<file path="src/rtl/cmdseq_pkg.sv">
package cmdseq_pkg;

    localparam int MAX_BYTES  = 32;
    localparam int CNT_W      = $clog2(MAX_BYTES + 1);
    localparam int BUF_W      = MAX_BYTES * 8;
    localparam int RULE_W     = 24;   // {opcode[7:0], send[7:0], reply[7:0]}
    localparam int DEF_RULE_N = 4;

    localparam logic [DEF_RULE_N*RULE_W-1:0] DEF_RULES = {
        24'h5C00FF, 24'h480002, 24'h3A02FF, 24'h110100
    };

    typedef enum logic [2:0] {
        ST_IDLE, ST_SEND, ST_IACK, ST_READ, ST_READI
    } seq_state_e;

    typedef struct packed {
        logic signed [7:0] snd;
        logic signed [7:0] rcv;
    } len_rule_t;

    localparam len_rule_t RULE_DEFAULT = '{snd: -8'sd1, rcv: -8'sd1};

    // True when the byte count fits the opcode's fixed send rule (or none applies).
    function automatic logic fixed_len_ok(len_rule_t r, logic [CNT_W-1:0] n);
        return (r.snd < 0) || (int'(n) == int'(r.snd) + 1);
    endfunction

endpackage

</file>
<file path="src/rtl/cmdseq_rule_lut.sv">
module cmdseq_rule_lut
    import cmdseq_pkg::*;
#(
    parameter int                       RULE_N     = DEF_RULE_N,
    parameter logic [RULE_N*RULE_W-1:0] RULE_TABLE = DEF_RULES
) (
    input  logic [7:0] opcode,
    output len_rule_t  rule
);

    logic [RULE_N-1:0] hit;

    for (genvar g = 0; g < RULE_N; g++) begin : g_match
        assign hit[g] = (RULE_TABLE[g*RULE_W+16 +: 8] == opcode);
    end

    always_comb begin
        rule = RULE_DEFAULT;
        for (int i = 0; i < RULE_N; i++) begin
            if (hit[i]) rule = len_rule_t'(RULE_TABLE[i*RULE_W +: 16]);
        end
    end

endmodule

</file>
<file path="src/rtl/cmdseq_attn_latch.sv">
module cmdseq_attn_latch (
    input  logic clk,
    input  logic rst,
    input  logic attn,
    input  logic clr,
    output logic pend
);

    logic attn_d;

    always_ff @(posedge clk) begin
        if (rst) begin
            attn_d <= 1'b0;
            pend   <= 1'b0;
        end else begin
            attn_d <= attn;
            if (attn && !attn_d) pend <= 1'b1;   // new edge wins over a clear
            else if (clr)        pend <= 1'b0;
        end
    end

endmodule

</file>
<file path="src/rtl/cmdseq_top.sv">
module cmdseq_top
    import cmdseq_pkg::*;
#(
    parameter logic [7:0]               ACK_OP     = 8'h78,
    parameter int                       RULE_N     = DEF_RULE_N,
    parameter logic [RULE_N*RULE_W-1:0] RULE_TABLE = DEF_RULES
) (
    input  logic             clk,
    input  logic             rst,
    input  logic             req_valid,
    output logic             req_ready,
    input  logic             req_async,
    input  logic [CNT_W-1:0] req_nbytes,
    input  logic [BUF_W-1:0] req_bytes,
    input  logic             attn,
    input  logic             async_clr,
    output logic             xfer_req,
    output logic             xfer_dir,
    output logic [7:0]       xfer_wdata,
    input  logic             xfer_done,
    input  logic [7:0]       xfer_rdata,
    output logic             rsp_valid,
    output logic [7:0]       rsp_byte,
    output logic             done,
    output logic             done_err,
    output logic [CNT_W-1:0] done_len,
    output logic             intr_valid,
    output logic             intr_err,
    output logic [CNT_W-1:0] intr_len,
    output logic [BUF_W-1:0] intr_data
);

    seq_state_e       state_q;
    logic [BUF_W-1:0] cmd_q;
    logic [CNT_W-1:0] nb_q, idx_q, cnt_q, tgt_q;
    len_rule_t        rule_q, lut_rule;
    logic             async_q, len_sent_q, len_known_q, awaiting_q;
    logic             attn_pend, pend_clr, at_idle, accept, req_bad;
    logic             rd_is_len, rd_bad, rd_last;
    logic [CNT_W-1:0] rd_cnt_n, rd_tgt_n;

    cmdseq_rule_lut #(.RULE_N(RULE_N), .RULE_TABLE(RULE_TABLE)) u_lut (
        .opcode (req_bytes[7:0]),
        .rule   (lut_rule)
    );

    cmdseq_attn_latch u_attn (
        .clk  (clk),
        .rst  (rst),
        .attn (attn),
        .clr  (pend_clr),
        .pend (attn_pend)
    );

    assign at_idle   = (state_q == ST_IDLE);
    assign req_ready = at_idle && !attn_pend && !(req_async && awaiting_q);
    assign accept    = req_valid && req_ready;
    assign pend_clr  = at_idle && attn_pend;
    assign req_bad   = (req_nbytes > CNT_W'(MAX_BYTES)) || !fixed_len_ok(lut_rule, req_nbytes);

    // Receive-side next values for the byte arriving with xfer_done.
    always_comb begin
        rd_is_len = !len_known_q;
        rd_bad    = rd_is_len && (xfer_rdata > 8'(MAX_BYTES));
        rd_cnt_n  = rd_is_len ? cnt_q : cnt_q + 1'b1;
        rd_tgt_n  = rd_is_len ? xfer_rdata[CNT_W-1:0] : tgt_q;
        rd_last   = rd_bad || (rd_cnt_n >= rd_tgt_n);
    end

    always_ff @(posedge clk) begin
        if (rst) begin
            state_q     <= ST_IDLE;
            cmd_q       <= '0;
            nb_q        <= '0;
            idx_q       <= '0;
            cnt_q       <= '0;
            tgt_q       <= '0;
            rule_q      <= RULE_DEFAULT;
            async_q     <= 1'b0;
            len_sent_q  <= 1'b0;
            len_known_q <= 1'b0;
            awaiting_q  <= 1'b0;
            xfer_req    <= 1'b0;
            xfer_dir    <= 1'b0;
            xfer_wdata  <= '0;
            rsp_valid   <= 1'b0;
            rsp_byte    <= '0;
            done        <= 1'b0;
            done_err    <= 1'b0;
            done_len    <= '0;
            intr_valid  <= 1'b0;
            intr_err    <= 1'b0;
            intr_len    <= '0;
            intr_data   <= '0;
        end else begin
            done       <= 1'b0;
            done_err   <= 1'b0;
            rsp_valid  <= 1'b0;
            intr_valid <= 1'b0;
            intr_err   <= 1'b0;
            if (async_clr) awaiting_q <= 1'b0;

            unique case (state_q)
                ST_IDLE: begin
                    if (attn_pend) begin
                        xfer_req   <= 1'b1;
                        xfer_dir   <= 1'b1;
                        xfer_wdata <= ACK_OP;
                        state_q    <= ST_IACK;
                    end else if (accept) begin
                        if (req_nbytes == '0 || req_bad) begin
                            done     <= 1'b1;
                            done_err <= (req_nbytes != '0);
                            done_len <= '0;
                        end else begin
                            cmd_q      <= req_bytes;
                            nb_q       <= req_nbytes;
                            rule_q     <= lut_rule;
                            async_q    <= req_async;
                            len_sent_q <= (lut_rule.snd >= 0);
                            idx_q      <= CNT_W'(1);
                            xfer_req   <= 1'b1;
                            xfer_dir   <= 1'b1;
                            xfer_wdata <= req_bytes[7:0];
                            state_q    <= ST_SEND;
                        end
                    end
                end
                ST_SEND: if (xfer_done) begin
                    if (!len_sent_q) begin
                        xfer_wdata <= 8'(nb_q - 1'b1);
                        len_sent_q <= 1'b1;
                    end else if (idx_q < nb_q) begin
                        xfer_wdata <= cmd_q[{idx_q[4:0], 3'b000} +: 8];
                        idx_q      <= idx_q + 1'b1;
                    end else if (rule_q.rcv == 0) begin
                        xfer_req <= 1'b0;
                        state_q  <= ST_IDLE;
                        done     <= 1'b1;
                        done_len <= '0;
                        if (async_q) awaiting_q <= 1'b1;
                    end else begin
                        xfer_dir    <= 1'b0;
                        state_q     <= ST_READ;
                        cnt_q       <= '0;
                        len_known_q <= (rule_q.rcv > 0);
                        tgt_q       <= rule_q.rcv[CNT_W-1:0];
                    end
                end
                ST_IACK: if (xfer_done) begin
                    xfer_dir    <= 1'b0;
                    state_q     <= ST_READI;
                    cnt_q       <= '0;
                    tgt_q       <= '0;
                    len_known_q <= 1'b0;
                end
                ST_READ, ST_READI: if (xfer_done) begin
                    cnt_q       <= rd_cnt_n;
                    tgt_q       <= rd_tgt_n;
                    len_known_q <= 1'b1;
                    if (!rd_is_len) begin
                        if (state_q == ST_READ) begin
                            rsp_valid <= 1'b1;
                            rsp_byte  <= xfer_rdata;
                        end else begin
                            intr_data[{cnt_q[4:0], 3'b000} +: 8] <= xfer_rdata;
                        end
                    end
                    if (rd_last) begin
                        xfer_req <= 1'b0;
                        state_q  <= ST_IDLE;
                        if (state_q == ST_READ) begin
                            done     <= 1'b1;
                            done_err <= rd_bad;
                            done_len <= rd_cnt_n;
                        end else begin
                            intr_valid <= 1'b1;
                            intr_err   <= rd_bad;
                            intr_len   <= rd_cnt_n;
                        end
                    end
                end
                default: state_q <= ST_IDLE;
            endcase
        end
    end

endmodule

</file>
<file path="config.mk">
export PLATFORM = sky130hd
export DESIGN_NAME = cmdseq_top
export DESIGN_NICKNAME = d
export VERILOG_FILES = /design/src/rtl/cmdseq_pkg.sv /design/src/rtl/cmdseq_rule_lut.sv /design/src/rtl/cmdseq_attn_latch.sv /design/src/rtl/cmdseq_top.sv
export SDC_FILE = /design/constraint.sdc
export NUM_CORES = 1
export LEC_CHECK = 0
export ABC_AREA = 1
export CAP_MARGIN = 10
export CORE_ASPECT_RATIO = 1.5
export CORE_UTILIZATION = 35
export DETAILED_ROUTE_END_ITERATION = 7
export DONT_BUFFER_PORTS = 1
export GPL_TIMING_DRIVEN = 0
export REMOVE_ABC_BUFFERS = 1
export SKIP_LAST_GASP = 1
export SLEW_MARGIN = 20
export SYNTH_ARGS = -nofsm -noshare
export SYNTH_HDL_FRONTEND = slang
export SYNTH_SLANG_ARGS = --single-unit
</file>
<file path="constraint.sdc">
create_clock -name clk -period 4.1 [get_ports clk]
set_input_delay 0.615 -clock clk [delete_from_list [all_inputs] [get_ports clk]]
set_output_delay 0.615 -clock clk [all_outputs]
set_load 0.01 [all_outputs]
</file>
Word-level counts from Yosys, hierarchy flattened
Index checks and enable logic that the tools add are counted.
{ "word_totals": {"in_bits": 277, "word_cells": 224, "ff_bits": 588} }
{ "op_classes": {"addsub": 5, "n_bitwise": 7, "n_eq_ne": 26, "n_reduce_logical": 41, "shift": 3, "n_lt_le_gt_ge": 7, "mux": 110} }
{ "ops": {"columns": ["cell", "count"], "rows": [
  ["$bwmux W256", 1],
  ["$shift A8 B10 Y256 const A", 1],
  ["$shiftx A256 B9 Y8", 1],
  ["$shiftx A8 B10 Y256", 1],
  ["$mux W6", 29],
  ["$mux W16", 4],
  ["$pmux W6 S3", 3],
  ["$mux W1", 48],
  ["$mux W8", 6],
  ["$logic_not A32 Y1", 1],
  ["$mux W3", 9],
  ["$ne A2 B2 Y1 const B", 12],
  ["$eq A7 B8 Y1 const A", 2],
  ["$pmux W8 S2", 1],
  ["$reduce_and A4 Y1", 4],
  ["$reduce_and A8 Y1", 2],
  ["$reduce_and A7 Y1", 2],
  ["$add A6 B1 Y6 const B", 2],
  ["$pmux W1 S3", 4],
  ["$pmux W3 S4", 1],
  ["$pmux W6 S2", 1],
  ["$reduce_and A11 Y1", 1],
  ["$neg A8 Y10", 1],
  ["$reduce_and A5 Y1", 2],
  ["other kinds (34)", 60]
]} }

Longest topological paths before layout
{ "logic_depth": {"ltp_word": 15, "depth_mapped": 21, "ltp_nobuf": 20} }

Modules after synthesis
From an unflattened synthesis, not the netlist that was laid out.
{ "unflattened": {"hier_cells": 3330, "area_unflattened_um2": 25060.3} }
{ "modules_own_cells": {"columns": ["module", "cells_per_inst", "seq_area_each_um2", "area_each_um2", "n_inst"], "rows": [
  ["cmdseq_top", 3269, 11731.3, 24718.7, 1],
  ["cmdseq_rule_lut", 51, 0.0, 264.0, 1],
  ["cmdseq_attn_latch", 10, 40.0, 77.6, 1]
]} }

Worst setup path after synthesis
OpenSTA, ideal clock, no wires.
{ "synth_timing": {"kind": "reg2reg", "from": "register cnt_q[0]", "to": "register intr_len[0]", "path_stages_with_launch": 19, "slack_ns": 1.182, "t_arrival_ns": 2.798, "setup_ns": 0.120, "cell_sequence": "dfxtp_1 > inv_1 > clkbuf_1 > ha_1 > inv_1 > nand2_1 > o21ai_0 > inv_1 > ha_1 > inv_1 > nor2_1 > o21ai_0 > nand3_1 > a21oi_1 > nand2_1 > nand2_1 > clkinv_1 > o21ai_0 > a21oi_1"} }
{ "synth_via": {"elab_chain_cells": 5} }
{ "synth_rtl": {"columns": ["item", "line_no", "source"], "rows": [
  ["start: declaration", "cmdseq_top.sv:35", "logic [CNT_W-1:0] nb_q, idx_q, cnt_q, tgt_q;"],
  ["start signal: assignment", "cmdseq_top.sv:158", "cnt_q <= rd_cnt_n;"],
  ["$add A6 B1 Y6", "cmdseq_top.sv:65", "rd_cnt_n = rd_is_len ? cnt_q : cnt_q + 1'b1;"],
  ["$mux W6", "cmdseq_top.sv:65", null],
  ["named net rd_cnt_n[1]", "cmdseq_top.sv:40", "logic [CNT_W-1:0] rd_cnt_n, rd_tgt_n;"],
  ["$ge A6 B6 Y1", "cmdseq_top.sv:67", "rd_last = rd_bad || (rd_cnt_n >= rd_tgt_n);"],
  ["$logic_or A1 B1 Y1", "cmdseq_top.sv:67", null],
  ["$reduce_and A4 Y1 (no source line)", null, null],
  ["end signal: assignment", "cmdseq_top.sv:179", "intr_len <= rd_cnt_n;"],
  ["end: declaration", "cmdseq_top.sv:29", "output logic [CNT_W-1:0] intr_len,"]
]} }
The timed path passes the listed nets, and every way through them passes these cells.
A chain may end at the register's enable or synchronous reset.

Worst setup path after layout
{ "layout_timing": {"from": "register state_q[2]", "to": "register cmd_q[122]"} }
{ "layout_via": {"elab_chain_cells": 5} }
{ "layout_rtl": {"columns": ["item", "line_no", "source"], "rows": [
  ["start: declaration", "cmdseq_top.sv:33", "seq_state_e state_q;"],
  ["start signal: assignment", "cmdseq_top.sv:72", "state_q <= ST_IDLE;"],
  ["start signal: assignment", "cmdseq_top.sv:109", "state_q <= ST_IACK;"],
  ["start signal: assignment", "cmdseq_top.sv:125", "state_q <= ST_SEND;"],
  ["$logic_not A3 Y1", "cmdseq_top.sv:55", "assign at_idle = (state_q == ST_IDLE);"],
  ["$logic_and A1 B1 Y1 (2 in a row)", "cmdseq_top.sv:56", "assign req_ready = at_idle && !attn_pend && !(req_async && awaiting_q);"],
  ["named net req_ready", "cmdseq_top.sv:11", "output logic req_ready,"],
  ["$logic_and A1 B1 Y1", "cmdseq_top.sv:57", "assign accept = req_valid && req_ready;"],
  ["$reduce_and A4 Y1 (no source line)", null, null],
  ["end signal: assignment", "cmdseq_top.sv:116", "cmd_q <= req_bytes;"],
  ["end: declaration", "cmdseq_top.sv:34", "logic [BUF_W-1:0] cmd_q;"]
]} }
The timed path passes the listed nets, and every way through them passes these cells.

==> metrics.md <==
| Metric | Value |
|---|---|
| Outcome | finished clean |
| Initial core utilization | 0.354 |
| RSZ-0062 raised after global routing | false |
| CTS Sinks | 582 |
| Drt pass-1 iters | 5 |
| # nets final | 3,484 |
| EDFF count, synth | 0 |
| Final Hold Violating Endpoints | 0 |
| Fillers | 7,234 |
| Iter 0 DRT Violations | 1,402 |
| DRT antenna net count | 0 |
| DIE AREA | 0.0712 sq mm |
| Final Skew | 0.0281 ns |
| WP buf/inv | 4 |
| Max Freq | 0.266 GHz |
| Final worst-path cycle share | 0.918 |
| Synth Register Bits | 582 |
| Yosys Warn Count | 0 |
| Core Rows | 118 |
| Most frequent cells in the layout | dfxtp_1, a21oi_1, nand2_1 |
| IO Pins | 569 |
| Initial antenna violation count | 2 |
| Root buf cell | clkbuf_16 |
| Slew HR | 0.205 |
| CTS tree | yes |
| WL final | 86,300 um |
| Share of cells above drive strength 1 | 0.0545 |
| Final core utilization | 0.390 |
| WL/cell | 20.9 um |
| P&R area growth vs syn | 10.1% |
| Pwr dens | 618 mW/mm^2 |
| Clock latency on the worst-skew pair | 0.63 ns |
| Register cell area after layout | 0.0117 sq mm |
| Worst-path clk slew | 0.07 ns |
| Yosys top cell area share | 0.475 |
| Total global-route track usage | 0.233 |
| Clk buf depth | 3 |
| Hold WC Path Type | in2reg |
| Avg Inst Size Synth | 7.35 sq um |
| CP Class | reg2reg |
| Cell-by-cell trace of the critical path | nor2_2 > inv_2 > nor2_2 > nand2_1 > a21oi_2 > nand2_1 > nor2_2 > nand3_4 > buf_12 > buf_16 > buf_16 > o21ai_0 > a21oi_1 |
| Minimum clock period | 3.76 ns |
| Synth area leader | dfxtp_1 |
| Worst Path Arrival | 4.26 ns |
| Die height | 326 um |
| Leakage power | 10.1 nW |
| Total congestion overflow | 0 |
| Port Buffer Count | 0 |
| Final setup fails | 0 |
| Placer Congestion | 0.857 |
| Worst path required time | 4.60 ns |
| Peak supply drop | 0.564 mV |
| TNS Setup | 0 ns |
| Syn Inst Count | 3,338 |
| Most frequent CP cell | nor2_2 |
| CP startpoint kind | register |
| CTS Buf Count | 57 |
| DR DRC count | 0 |
| Count of pins over their slew limit | 0 |
| Worst-margin pin slew | 1.18 ns |
| Delay-heaviest family, CP | simple AND/OR/NAND/NOR gates |
| Worst Path Max Fanout | 73 |
| H-tree level count | 2 |
| Pin count of the biggest net entering global routing | 184 |
| Detail Placement HPWL | 59,800 um |
| Multi-input logic area | 0.0109 sq mm |
| First-pass GRT wire length | 128,000 um |
| Vias in the first global route | 20,700 |
| Async SR Flop Fraction | 0 |
| Worst path slowest cell | nand3_4 |
| Max-cap viol count | 0 |
| Ys flop type | dfxtp_1 |
| Core footprint | 0.0692 sq mm |
| CP Capture Type | register |
| Synth cell types | 46 |
| Via count | 21,800 |
| Width of the die | 218 um |
| Post-synthesis instance area | 0.0245 sq mm |
| Seq/Total Area, Yosys | 0.475 |
| Max incr delay on CP | 0.55 ns |
| DR vias/cell | 5.28 |
| Commonest non-fill, non-tap cell in the layout | dfxtp_1 |
| Synth top area cells | dfxtp_1, a21oi_1, o21ai_0, nand2_1, nor2_1 |
worst reg2reg max path: cells and delay by family, from the launching register on:
family	cells	cell delay, ns
buf+inv	4	1.02
compound gates	3	0.69
simple gates	6	1.56
flops	1	0.36
flip-flops by register name, summed over array words and instances (netlist names), 6 cells and up:
name        flops
idx_q           6
nb_q            6
intr_data     256
cmd_q         256
rsp_byte        8
tgt_q           6
done_len        6
cnt_q           6
intr_len        6
xfer_wdata      8
layer usage:
layer / global-route usage / share of wire
met1: 0.255 / 0.38
met2: 0.401 / 0.48
met3: 0.0831 / 0.10
met4: 0.101 / 0.044
met5: 0 / 0.00013
area by class of cell:
type                       count  share of cell area
inverter                     269              0.0384
timing repair buffer          18              0.0145
sequential                   582               0.432
antenna                        2            0.000185
multi-input combinational   2257               0.404
clock buffer                  77              0.0609
timing repair inverter         1            0.000278
tap                          900              0.0417
clock inverter                24             0.00889
Yosys cell counts (all sizes together), types with 8 or more instances:
library cell	n
a211oi	11
a21oi	576
buf	77
clkbuf	153
clkinv	9
dfxtp	582
ha	21
inv	260
nand2	531
nand3	160
nand4	17
nor2	327
nor3	48
o211ai	45
o21ai	488
xor2	8
report_power, final:
part | internal, mW | switching (mW) | total (mW) | leakage [nW]
combinational | 1.24 | 3.50 | 4.74 | 4.47
sequential | 6.14 | 0.463 | 6.60 | 4.72
clock | 3.00 | 2.37 | 5.37 | 0.915
logic make-up after synthesis:
logic type / synth area share
AND/OR/NAND/NOR: 0.191
flip-flops: 0.475
buffers and inverters: 0.0825
XOR/XNOR: 0.00393
AO/OA/AOI/OAI: 0.237
adder cells (fa/ha/maj): 0.0107
per-stage QoR:
step                      worst slack [ns]  power [mW]  instances  hold WS (ns)  area, sq um
after floorplan                      -4.68        9.70       3108         0.422        23500
after global routing                0.0129        17.6       4128        0.0218        27000
after CTS                            0.180        16.9       4128        0.0223        27000
final                                0.336        16.7       4130        0.0592        27000
after global placement               -9.33        11.3       4008         0.434        24600
after detailed placement            -0.836        11.3       4023         0.438        25100
what timing repair did:
item | CTS | global route
hold buffers | 0 | 0
setup endpoints to repair | 172 | 8
cloned | 1 | 0
setup buffers | 3 | 0
endpoints found under the hold margin | 0 | 0
resized for setup | 7 | 2
path summary, 6_finish.rpt:
check                   from  cells after the start  slack, ns    endpoint
setup reg to reg  state_q[2]                     13       0.34  cmd_q[122]
hold reg to reg    cmd_q[89]                      2       0.45   cmd_q[89]
setup / recovery  state_q[2]                     13       0.34  cmd_q[122]
hold / removal           rst                      1       0.06  cmd_q[198]
Power figures use the tool's default switching activity.
